$ cat src/rtl/pdc_pkg.sv
package pdc_pkg;
  localparam int unsigned MAX_DOM = 64;
  localparam int unsigned BANK_W  = 32;
  localparam int unsigned N_BANK  = MAX_DOM / BANK_W;
  localparam int unsigned DOM_W   = $clog2(MAX_DOM);
  localparam int unsigned ADDR_W  = 13;

  typedef enum logic [3:0] {
    RK_NONE, RK_GSTAT, RK_ONSTAT, RK_OFFSTAT, RK_ISR, RK_IER, RK_IMR,
    RK_DSTATE, RK_DON, RK_DOFF, RK_DERR
  } reg_kind_e;

  typedef struct packed {
    reg_kind_e        kind;
    logic             bank;
    logic [DOM_W-1:0] dom;
  } reg_sel_t;

  function automatic logic [MAX_DOM-1:0] dom_mask(int unsigned n);
    logic [MAX_DOM-1:0] m;
    m = '0;
    for (int i = 0; i < MAX_DOM; i++) if (i < int'(n)) m[i] = 1'b1;
    return m;
  endfunction
endpackage

$ cat src/rtl/pdc_addr_dec.sv
module pdc_addr_dec import pdc_pkg::*; #(
  parameter int unsigned NUM_DOM = 40
) (
  input  logic [ADDR_W-1:0] addr_i,
  output reg_sel_t          sel_o
);
  logic [DOM_W-1:0] dom;
  logic             dom_ok;

  assign dom    = addr_i[11:6];
  assign dom_ok = {{(32-DOM_W){1'b0}}, dom} < NUM_DOM;

  always_comb begin
    sel_o.kind = RK_NONE;
    sel_o.bank = addr_i[2];
    sel_o.dom  = dom;
    if (addr_i[12]) begin
      if (dom_ok && addr_i[5:4] == 2'b00 && addr_i[1:0] == 2'b00) begin
        unique case (addr_i[3:2])
          2'd0: sel_o.kind = RK_DSTATE;
          2'd1: sel_o.kind = RK_DON;
          2'd2: sel_o.kind = RK_DOFF;
          default: sel_o.kind = RK_DERR;
        endcase
      end
    end else if (addr_i[11:0] == 12'h000) begin
      sel_o.kind = RK_GSTAT;
    end else if (addr_i[11:8] == 4'h8 && addr_i[1:0] == 2'b00) begin
      unique case (addr_i[7:4])
        4'h0: sel_o.kind = addr_i[3] ? RK_OFFSTAT : RK_ONSTAT;
        4'h1: sel_o.kind = addr_i[3] ? RK_NONE : RK_ISR;
        4'h2: sel_o.kind = addr_i[3] ? RK_NONE : RK_IER;
        4'h3: sel_o.kind = addr_i[3] ? RK_NONE : RK_IMR;
        default: sel_o.kind = RK_NONE;
      endcase
    end
  end
endmodule

$ cat src/rtl/pdc_seq.sv
module pdc_seq import pdc_pkg::*; #(
  parameter int unsigned SEQ_CYCLES = 16
) (
  input  logic               clk_i,
  input  logic               rst_ni,
  input  logic               req_i,
  input  logic [DOM_W-1:0]   req_dom_i,
  input  logic               req_on_i,
  output logic               busy_o,
  output logic               done_o,
  output logic [DOM_W-1:0]   cur_dom_o,
  output logic               cur_on_o,
  output logic [MAX_DOM-1:0] pwr_on_o,
  output logic [MAX_DOM-1:0] err_o
);
  localparam int unsigned CNT_W = $clog2(SEQ_CYCLES + 1);
  localparam logic [CNT_W-1:0] CNT_LOAD = CNT_W'(SEQ_CYCLES - 1);

  logic               busy_q, on_q;
  logic [CNT_W-1:0]   cnt_q;
  logic [DOM_W-1:0]   dom_q;
  logic [MAX_DOM-1:0] pwr_q, err_q;

  assign done_o = busy_q && cnt_q == '0;

  always_ff @(posedge clk_i or negedge rst_ni) begin
    if (!rst_ni) begin
      busy_q <= 1'b0;
      on_q   <= 1'b0;
      cnt_q  <= '0;
      dom_q  <= '0;
      pwr_q  <= '0;
      err_q  <= '0;
    end else begin
      if (busy_q) begin
        if (cnt_q == '0) begin
          busy_q       <= 1'b0;
          pwr_q[dom_q] <= on_q;
        end else begin
          cnt_q <= cnt_q - 1'b1;
        end
      end
      // requests meeting the last busy cycle are still refused
      if (req_i) begin
        if (busy_q) begin
          err_q[req_dom_i] <= 1'b1;
        end else begin
          err_q[req_dom_i] <= 1'b0;
          busy_q           <= 1'b1;
          cnt_q            <= CNT_LOAD;
          dom_q            <= req_dom_i;
          on_q             <= req_on_i;
        end
      end
    end
  end

  assign busy_o    = busy_q;
  assign cur_dom_o = dom_q;
  assign cur_on_o  = on_q;
  assign pwr_on_o  = pwr_q;
  assign err_o     = err_q;
endmodule

$ cat src/rtl/pdc_irq_bank.sv
module pdc_irq_bank import pdc_pkg::*; #(
  parameter int unsigned NUM_DOM = 40
) (
  input  logic               clk_i,
  input  logic               rst_ni,
  input  logic               wr_isr_i,
  input  logic               wr_ier_i,
  input  logic               wr_imr_i,
  input  logic               bank_i,
  input  logic [BANK_W-1:0]  wdata_i,
  input  logic               done_i,
  input  logic [DOM_W-1:0]   done_dom_i,
  output logic [MAX_DOM-1:0] isr_o,
  output logic [MAX_DOM-1:0] ier_o,
  output logic [MAX_DOM-1:0] imr_o,
  output logic               irq_o
);
  localparam logic [MAX_DOM-1:0] VALID = dom_mask(NUM_DOM);

  logic [MAX_DOM-1:0] isr_q, ier_q, imr_q, isr_d, ier_d, imr_d;

  always_comb begin
    isr_d = isr_q;
    ier_d = ier_q;
    imr_d = imr_q;
    for (int b = 0; b < N_BANK; b++) begin
      if (bank_i == b[0]) begin
        if (wr_ier_i) ier_d[b*BANK_W +: BANK_W] = wdata_i;
        if (wr_imr_i) imr_d[b*BANK_W +: BANK_W] = wdata_i;
        if (wr_isr_i) isr_d[b*BANK_W +: BANK_W] = isr_q[b*BANK_W +: BANK_W] & ~wdata_i;
      end
    end
    // completion wins over a same-cycle clear
    if (done_i && ier_q[done_dom_i]) isr_d[done_dom_i] = 1'b1;
    isr_d &= VALID;
    ier_d &= VALID;
    imr_d &= VALID;
  end

  always_ff @(posedge clk_i or negedge rst_ni) begin
    if (!rst_ni) begin
      isr_q <= '0;
      ier_q <= '0;
      imr_q <= '0;
    end else begin
      isr_q <= isr_d;
      ier_q <= ier_d;
      imr_q <= imr_d;
    end
  end

  assign isr_o = isr_q;
  assign ier_o = ier_q;
  assign imr_o = imr_q;
  assign irq_o = |(isr_q & ~imr_q);
endmodule

$ cat src/rtl/pwr_dom_ctrl.sv
module pwr_dom_ctrl import pdc_pkg::*; #(
  parameter int unsigned NUM_DOM    = 40,
  parameter int unsigned SEQ_CYCLES = 16
) (
  input  logic              clk_i,
  input  logic              rst_ni,
  input  logic              req_i,
  input  logic              we_i,
  input  logic [ADDR_W-1:0] addr_i,
  input  logic [BANK_W-1:0] wdata_i,
  output logic [BANK_W-1:0] rdata_o,
  output logic              irq_o
);
  localparam logic [MAX_DOM-1:0] VALID = dom_mask(NUM_DOM);

  reg_sel_t           sel;
  logic               wr, cmd_req, cmd_on;
  logic               seq_busy, seq_done, seq_on;
  logic [DOM_W-1:0]   seq_dom;
  logic [MAX_DOM-1:0] pwr_on, err, isr, ier, imr;

  pdc_addr_dec #(.NUM_DOM(NUM_DOM)) i_dec (
    .addr_i (addr_i),
    .sel_o  (sel)
  );

  assign wr      = req_i && we_i;
  assign cmd_on  = sel.kind == RK_DON;
  assign cmd_req = wr && wdata_i[0] && (cmd_on || sel.kind == RK_DOFF);

  pdc_seq #(.SEQ_CYCLES(SEQ_CYCLES)) i_seq (
    .clk_i     (clk_i),
    .rst_ni    (rst_ni),
    .req_i     (cmd_req),
    .req_dom_i (sel.dom),
    .req_on_i  (cmd_on),
    .busy_o    (seq_busy),
    .done_o    (seq_done),
    .cur_dom_o (seq_dom),
    .cur_on_o  (seq_on),
    .pwr_on_o  (pwr_on),
    .err_o     (err)
  );

  pdc_irq_bank #(.NUM_DOM(NUM_DOM)) i_irq (
    .clk_i      (clk_i),
    .rst_ni     (rst_ni),
    .wr_isr_i   (wr && sel.kind == RK_ISR),
    .wr_ier_i   (wr && sel.kind == RK_IER),
    .wr_imr_i   (wr && sel.kind == RK_IMR),
    .bank_i     (sel.bank),
    .wdata_i    (wdata_i),
    .done_i     (seq_done),
    .done_dom_i (seq_dom),
    .isr_o      (isr),
    .ier_o      (ier),
    .imr_o      (imr),
    .irq_o      (irq_o)
  );

  function automatic logic [BANK_W-1:0] pick(logic [MAX_DOM-1:0] v, logic b);
    return b ? v[2*BANK_W-1:BANK_W] : v[BANK_W-1:0];
  endfunction

  logic here;
  assign here = seq_busy && seq_dom == sel.dom;

  always_comb begin
    rdata_o = '0;
    unique case (sel.kind)
      RK_GSTAT:   rdata_o[1:0] = seq_busy ? 2'b00 : 2'b11;
      RK_ONSTAT:  rdata_o = pick(pwr_on, sel.bank);
      RK_OFFSTAT: rdata_o = pick(~pwr_on & VALID, sel.bank);
      RK_ISR:     rdata_o = pick(isr, sel.bank);
      RK_IER:     rdata_o = pick(ier, sel.bank);
      RK_IMR:     rdata_o = pick(imr, sel.bank);
      RK_DSTATE: begin
        rdata_o[0]  = ~pwr_on[sel.dom];
        rdata_o[4]  = pwr_on[sel.dom];
        rdata_o[8]  = here && !seq_on;
        rdata_o[12] = here && seq_on;
      end
      RK_DERR:    rdata_o[0] = err[sel.dom];
      default:    rdata_o = '0;
    endcase
  end
endmodule

$ cat config.mk
export PLATFORM = sky130hd
export DESIGN_NAME = pwr_dom_ctrl
export DESIGN_NICKNAME = d
export VERILOG_FILES = /design/src/rtl/pdc_pkg.sv /design/src/rtl/pdc_addr_dec.sv /design/src/rtl/pdc_seq.sv /design/src/rtl/pdc_irq_bank.sv /design/src/rtl/pwr_dom_ctrl.sv
export SDC_FILE = /design/constraint.sdc
export NUM_CORES = 1
export LEC_CHECK = 0
export BUFFER_PORTS_ARGS = -buffer_cell sky130_fd_sc_hd__buf_2
export CORE_MARGIN = 5
export CORE_UTILIZATION = 35
export DETAILED_ROUTE_END_ITERATION = 7
export GPL_ROUTABILITY_DRIVEN = 0
export GPL_TIMING_DRIVEN = 0
export PLACE_DENSITY = 0.47
export SKIP_CTS_REPAIR_TIMING = 1
export SKIP_LAST_GASP = 1
export SLEW_MARGIN = 10
export SYNTH_ARGS = -nofsm -noshare
export SYNTH_HDL_FRONTEND = slang
export SYNTH_SLANG_ARGS = --single-unit
$ cat constraint.sdc
create_clock -name clk_i -period 5.3 [get_ports clk_i]
set_input_delay 0.795 -clock clk_i [delete_from_list [all_inputs] [get_ports clk_i]]
set_output_delay 0.795 -clock clk_i [all_outputs]
set_load 0.02 [all_outputs]
==> metrics.md, run 1 <==
| Metric | Value |
|---|---|
| Status | complete, no violations |
| Worst Path Arrival | 4270 ps |
| CTS Sinks | 261 |
| First-pass GRT wire length | 79700 um |
| Final net count | 1546 |
| Relative slew margins | 0.166 |
| Met3 global-route usage | 0.0302 |
| Critical path start-end classification | in -> out |
| Filler Cell Count | 3983 |
| Fin Clk Skew | 21.1 ps |
| Endpoints failing setup | 0 |
| Synth Area in Adders | 0.00353 |
| Hold Vio Cnt, Final | 0 |
| Die Y | 211 um |
| GRT overflow | 0 |
| Initial core utilization | 0.356 |
| Cts bufs inserted | 34 |
| Worst min-delay path class | in -> async |
| Synthesis Warnings | 0 |
| Met2 Use GR | 0.378 |
| Post-synthesis xor/xnor area fraction | 0.0241 |
| Post-synth top area share | 0.460 |
| M1 GR Usage | 0.337 |
| Clk slew on worst S/H paths | 50 ps |
| Busiest grt layer | met2 |
| Vias in the first global route | 11700 |
| Area contributors post-synth | dfrtp_1 46%, mux2_2 10%, nand2_1 4.3% |
| Syn Area/Cell | 10.3 sq um |
| Post-synth top area cell | dfrtp_1 |
| Initial DRC count | 1008 |
| WL per Instance | 26.3 um |
| Async S/R FF share, synth | 1.00 |
| Most common cell in the netlist | dfrtp_1 |
| Port buffer count | 78 |
| Distinct cells, synth | 78 |
| Place WS | -64.6 ps |
| RSZ-0062 raised after global routing | no |
| Synth Area in Compound Gates | 0.162 |
| Pin count of the biggest net entering global routing | 101 |
| Critical-path cell list | clkbuf_2 > inv_1 > ha_1 > mux2_2 > mux2i_1 > o32a_2 > buf_1 > clkbuf_1 > nand3_1 > o21ai_0 > a22oi_1 > nand2_1 > buf_2 |
| Critical Path End Type | output pin |
| Htree depth | 2 |
| Final WL | 53600 um |
| Ports | 82 |
| Fin. max-slew vios | 0 |
| Post-route ant nets | 0 |
| Multi-input logic area | 6970 sq um |
| Min Hold Slack | 210 ps |
| Critical-path top delay cell | clkbuf_1 |
| Crit Path Max Fanout | 10 |
| Tightest Pin Transition | 1240 ps |
| Syn-to-layout area delta | 16.0% |
| Initial antenna violation count | 1 |
| Syn Std Cell Area | 14200 sq um |
| Synth Register Bits | 261 |
| DRT Pass-1 Iters | 5 |
| Vias per cell | 5.72 |
| Post-layout min period | 5060 ps |
| Dpl hpwl | 39800 um |
| TritonCTS clock tree | done |
| Clock Latency Late Sink | 530 ps |
| Share of cells above drive strength 1 | 0.218 |
| WP data required | 4510 ps |
| Max rail drop VDD | 221 uV |
| Row count | 73 |
| Vias | 11700 |
| Maximum clock path buffer count | 3 |
| Pwr/cell area | 281 nW/um^2 |
| Maxcap violations | 0 |
| Most frequent cells after synthesis | 261 x dfrtp_1, 163 x nand2_1, 126 x mux2_2, 87 x o21ai_0, 83 x clkbuf_1 |
| Mux contribution to synthesized area | 0.177 |
| Ys flop type | dfrtp_1 |
| Drt drc | 0 |
| Fmax | 0.197 GHz |
| Leak pwr | 0.00728 uW |
| Setup WS post-layout | 236 ps |
| CORE AREA | 39900 sq um |
| All-Layer GR Usage | 0.237 |
| Reg area | 6530 sq um |
| CP max stage delay | 520 ps |
| Largest family of logic cells by synthesized area | multiplexers |
| Syn_nets | 1428 |
| Simple-gate share of the synthesized area | 0.124 |
| Root Buffer Master | clkbuf_16 |
| Sequential area share after synthesis | 0.460 |
| Startpoint types | primary input |
| Die ar. | 44700 sq um |
| Die width | 211 um |
| Crit share post-route | 0.956 |
| Count of flip-flops with a built-in enable after synthesis | 0 |
| N_diodes | 0 |
| Cell count after synthesis | 1375 |
worst max-delay path: cells and delay by family:
kind / cells / cell delay (ps)
AND/OR/NAND/NOR: 2 / 260
multiplexers: 2 / 480
buffers and inverters: 5 / 1720
AO/OA/AOI/OAI: 3 / 680
adder cells (fa/ha/maj): 1 / 320
where the power goes:
| group | switching (uW) | total, uW | leakage [uW] | internal, uW |
|---|---|---|---|---|
| Combinational | 203 | 286 | 0.00316 | 82.1 |
| Clock | 925 | 2330 | 0.000534 | 1400 |
| Sequential | 7.38 | 2010 | 0.00359 | 2000 |
| Total | 1140 | 4620 | 0.00728 | 3480 |
final cells by class:
cell class | count | share of cell area
plain buffers | 124 | 0.0307
clock buffers | 53 | 0.0610
clock inverters | 7 | 0.00578
inverters | 54 | 0.0123
multi-input cells | 935 | 0.424
flip-flops and latches | 261 | 0.397
well taps | 525 | 0.0399
repair buffers | 83 | 0.0297
path summary, 6_finish.rpt:
check	slack, ps	from	to	cells after the start
hold reg to reg	450	flip-flop	flip-flop	1
min in group clk_i	450	flip-flop	flip-flop	1
setup / recovery	240	addr_i[2]	rdata_o[18]	13
setup reg to reg	1670	i_seq.cur_dom_o[0]$_DFFE_PN0P_	i_seq.pwr_on_o[7]$_DFFE_PN0P_	6
max in group asynchronous	4140	rst_ni	i_irq.ier_o[35]$_DFFE_PN0P_	2
hold / removal	210	rst_ni	i_irq.ier_o[18]$_DFFE_PN0P_	1
stage by stage:
stage | setup TNS, ps | area (sq um) | instances | total power, uW | utilization
floorplan | 0 | 14200 | 1375 | 2170 | -
global placement | -461160 | 15200 | 1978 | 2320 | 0.382
detailed placement | -115 | 15400 | 1983 | 2330 | 0.385
CTS | -172 | 16500 | 2043 | 4660 | 0.412
global route | 0 | 16500 | 2042 | 4760 | 0.412
finish | 0 | 16500 | 2042 | 4620 | 0.412
routing by layer:
layer  wire [um]  share of wire
met1       23600           0.44
met2       25000           0.47
met3        3170          0.059
met4        1860          0.035
met5           7        0.00013
cells by family after synthesis:
family | count (synthesis)
simple gates | 351
buf+inv | 179
mux | 213
compound gates | 328
xor+xnor | 39
flops | 261
fa+ha+maj | 4
cell usage in the layout (no fill, tap or decap), drive strengths merged, types with 9 or more instances in the layout:
cell type / instances
mux2i: 57
nand3: 42
nand3b: 9
o22ai: 28
dfrtp: 261
a22oi: 49
nand2b: 10
a22o: 30
o21ai: 88
buf: 126
o31ai: 36
nor2: 44
nor3: 14
inv: 55
a21oi: 24
nor2b: 14
nand2: 163
mux4: 16
mux2: 140
clkbuf: 134
o2bb2ai: 10
xnor2: 39
o221ai: 11
Power figures use the tool's default switching activity.
==> run 2: changes to the inputs <==
- ABC_AREA: not set -> 1
- MAX_ROUTING_LAYER: not set -> met4
- SLEW_MARGIN: 10 -> 30
==> metrics.md, run 2 <==
| Metric | Value |
|---|---|
| All-Layer GR Usage | 0.285 |
| WP data required | 4510 ps |
| TritonCTS clock tree | done |
| Count of flip-flops with a built-in enable after synthesis | 0 |
| Drt drc | 0 |
| Maxcap violations | 0 |
| Root Buffer Master | clkbuf_16 |
| Crit share post-route | 0.972 |
| M1 WL | 29100 um |
| Routed wl met2 | 28800 um |
| RSZ-0062 raised after global routing | yes |
| Die ar. | 46600 sq um |
| Htree depth | 2 |
| Post-route ant nets | 0 |
| Vias per cell | 5.39 |
| Row count | 75 |
| Filler Cell Count | 4486 |
| Critical-path top delay cell | nor2_2 |
| Max rail drop VDD | 223 uV |
| Critical path start-end classification | in -> out |
| DRT Pass-1 Iters | 6 |
| Cell count after synthesis | 2151 |
| CP max stage delay | 400 ps |
| Min Hold Slack | 127 ps |
| Initial core utilization | 0.354 |
| Most frequent cells after synthesis | 683 x nand2_1, 273 x nor2_1, 261 x dfrtp_1, 186 x inv_1, 180 x o21ai_0 |
| Synth Register Bits | 261 |
| Tightest Pin Transition | 991 ps |
| Vias | 15300 |
| Dpl hpwl | 49100 um |
| Async S/R FF share, synth | 1.00 |
| CORE AREA | 41900 sq um |
| GRT overflow | 0 |
| Die width | 216 um |
| Fmax | 0.194 GHz |
| Finished Cell Area | 17300 sq um |
| Ports | 82 |
| Port buffer count | 76 |
| Cts bufs inserted | 35 |
| Commonest cells after routing, fill and taps aside | 681 x nand2_1, 268 x nor2_1, 261 x dfrtp_1 |
| Clk slew on worst S/H paths | 60 ps |
| Syn Std Cell Area | 14800 sq um |
| Reg area | 6530 sq um |
| Pwr/cell area | 283 nW/um^2 |
| Final WL | 65200 um |
| Area contributors post-synth | dfrtp_1 44%, nand2_1 17%, nor2_1 6.9% |
| Met3 WL | 5100 um |
| DR top layer | met4 |
| Hold Vio Cnt, Final | 0 |
| Die Y | 216 um |
| Fin. max-slew vios | 0 |
| Final net count | 2322 |
| DP Area | 16000 sq um |
| N_diodes | 0 |
| Critical-path cell list | buf_2 > inv_1 > clkbuf_2 > clkbuf_4 > buf_4 > ha_1 > inv_1 > nand4_1 > nand2_4 > nand2_2 > nor2_2 > buf_2 > nand2_1 > nand2_1 > a21oi_1 > nand2_1 > buf_2 |
| Syn_nets | 2204 |
| Most common cell after layout, fill and taps aside | nand2_1 |
| Post-layout min period | 5150 ps |
| Ys flop type | dfrtp_1 |
| Crit Path Max Fanout | 12 |
| Synthesis Warnings | 0 |
| Worst Path Arrival | 4350 ps |
| WL per Instance | 23.0 um |
| Pin count of the biggest net entering global routing | 63 |
| Multi-input logic area | 7070 sq um |
| Sequential area share after synthesis | 0.440 |
| Relative slew margins | 0.340 |
| Initial DRC count | 1685 |
| Post-synth top area cell | dfrtp_1 |
| Syn-to-layout area delta | 16.2% |
| First-pass GRT wire length | 97400 um |
| Endpoints failing setup | 0 |
| Initial antenna violation count | 1 |
| Worst min-delay path class | in -> async |
| Syn Area/Cell | 6.90 sq um |
| CTS Sinks | 261 |
| Post-synth top area share | 0.440 |
| Fin Clk Skew | 20.8 ps |
| Clock Latency Late Sink | 560 ps |
| Maximum clock path buffer count | 3 |
| Most common cell in the netlist | nand2_1 |
| Distinct cells, synth | 42 |
| Leak pwr | 0.00844 uW |
| Critical Path End Type | output pin |
| Status | complete, no violations |
| Share of cells above drive strength 1 | 0.108 |
| Vias in the first global route | 14800 |
| Startpoint types | primary input |
[run 2: cell count changes after synthesis, sizes merged, moves of 48 or more]
cell	change
mux2i	-55
mux2	-140
nand2	+533
o21ai	+137
a21oi	+85
nand3	+103
a22oi	-48
inv	+137
nor2	+240
[run 2: area by class of cell]
cell class | count | area share
buffer | 124 | 0.0332
clock buffer | 53 | 0.0605
clock inverter | 8 | 0.00732
inverter | 195 | 0.0424
multi-input combinational | 1571 | 0.410
sequential | 261 | 0.378
tap | 539 | 0.0391
timing repair buffer | 81 | 0.0294
[run 2: cell families after synthesis]
kind of cell	share of synthesized area
and+or+nand+nor	0.325
buffers and inverters	0.0868
adders and majority gates	0.00337
xor gates and xnor gates	0.00177
muxes	0.00135
AOI/OAI and AO/OA	0.142
DFF	0.440
[run 2: final timing paths]
check | from | endpoint | cells after the start | slack, ps
hold reg to reg | flip-flop | flip-flop | 1 | 450
setup reg to reg | i_seq.cur_dom_o[0]$_DFFE_PN0P_ | i_irq.isr_o[28]$_DFF_PN0_ | 12 | 1610
max in group asynchronous | rst_ni | asynchronous set/reset pin | 3 | 4190
hold / removal | rst_ni | i_irq.isr_o[5]$_DFF_PN0_ | 1 | 130
min in group clk_i | flip-flop | flip-flop | 1 | 450
setup / recovery | addr_i[2] | rdata_o[23] | 17 | 150
[run 2: report_power, final]
| part | switching, uW | total (uW) | internal, uW |
|---|---|---|---|
| Sequential | 14.3 | 2020 | 2010 |
| Combinational | 303 | 393 | 90.2 |
| Clock | 965 | 2470 | 1500 |
| Total | 1280 | 4880 | 3600 |
[run 2: per-stage QoR]
stage	util	worst slack [ps]	instances	setup TNS, ps	power (uW)
CTS	0.410	-1240	2832	-31320	4920
global route	0.411	-24.6	2832	-35.4	5050
finish	0.411	150	2832	0	4880
floorplan	-	1170	2151	0	2240
global placement	0.379	-1960	2766	-534100	2430
detailed placement	0.383	-1220	2771	-32230	2450
[run 2: critical path: cells and delay by family]
kind	cells	cell delay [ps]
AO/OA/AOI/OAI	1	80
buffers and inverters	8	1920
adder cells (fa/ha/maj)	1	280
AND/OR/NAND/NOR	7	1240
[run 2: routing by layer]
| metal | GRT usage | vias to the layer above |
|---|---|---|
| li1 | - | 7122 |
| met1 | 0.394 | 7339 |
| met2 | 0.430 | 689 |
| met3 | 0.0451 | 117 |
| met4 | 0.0937 | 0 |
| met5 | - | - |
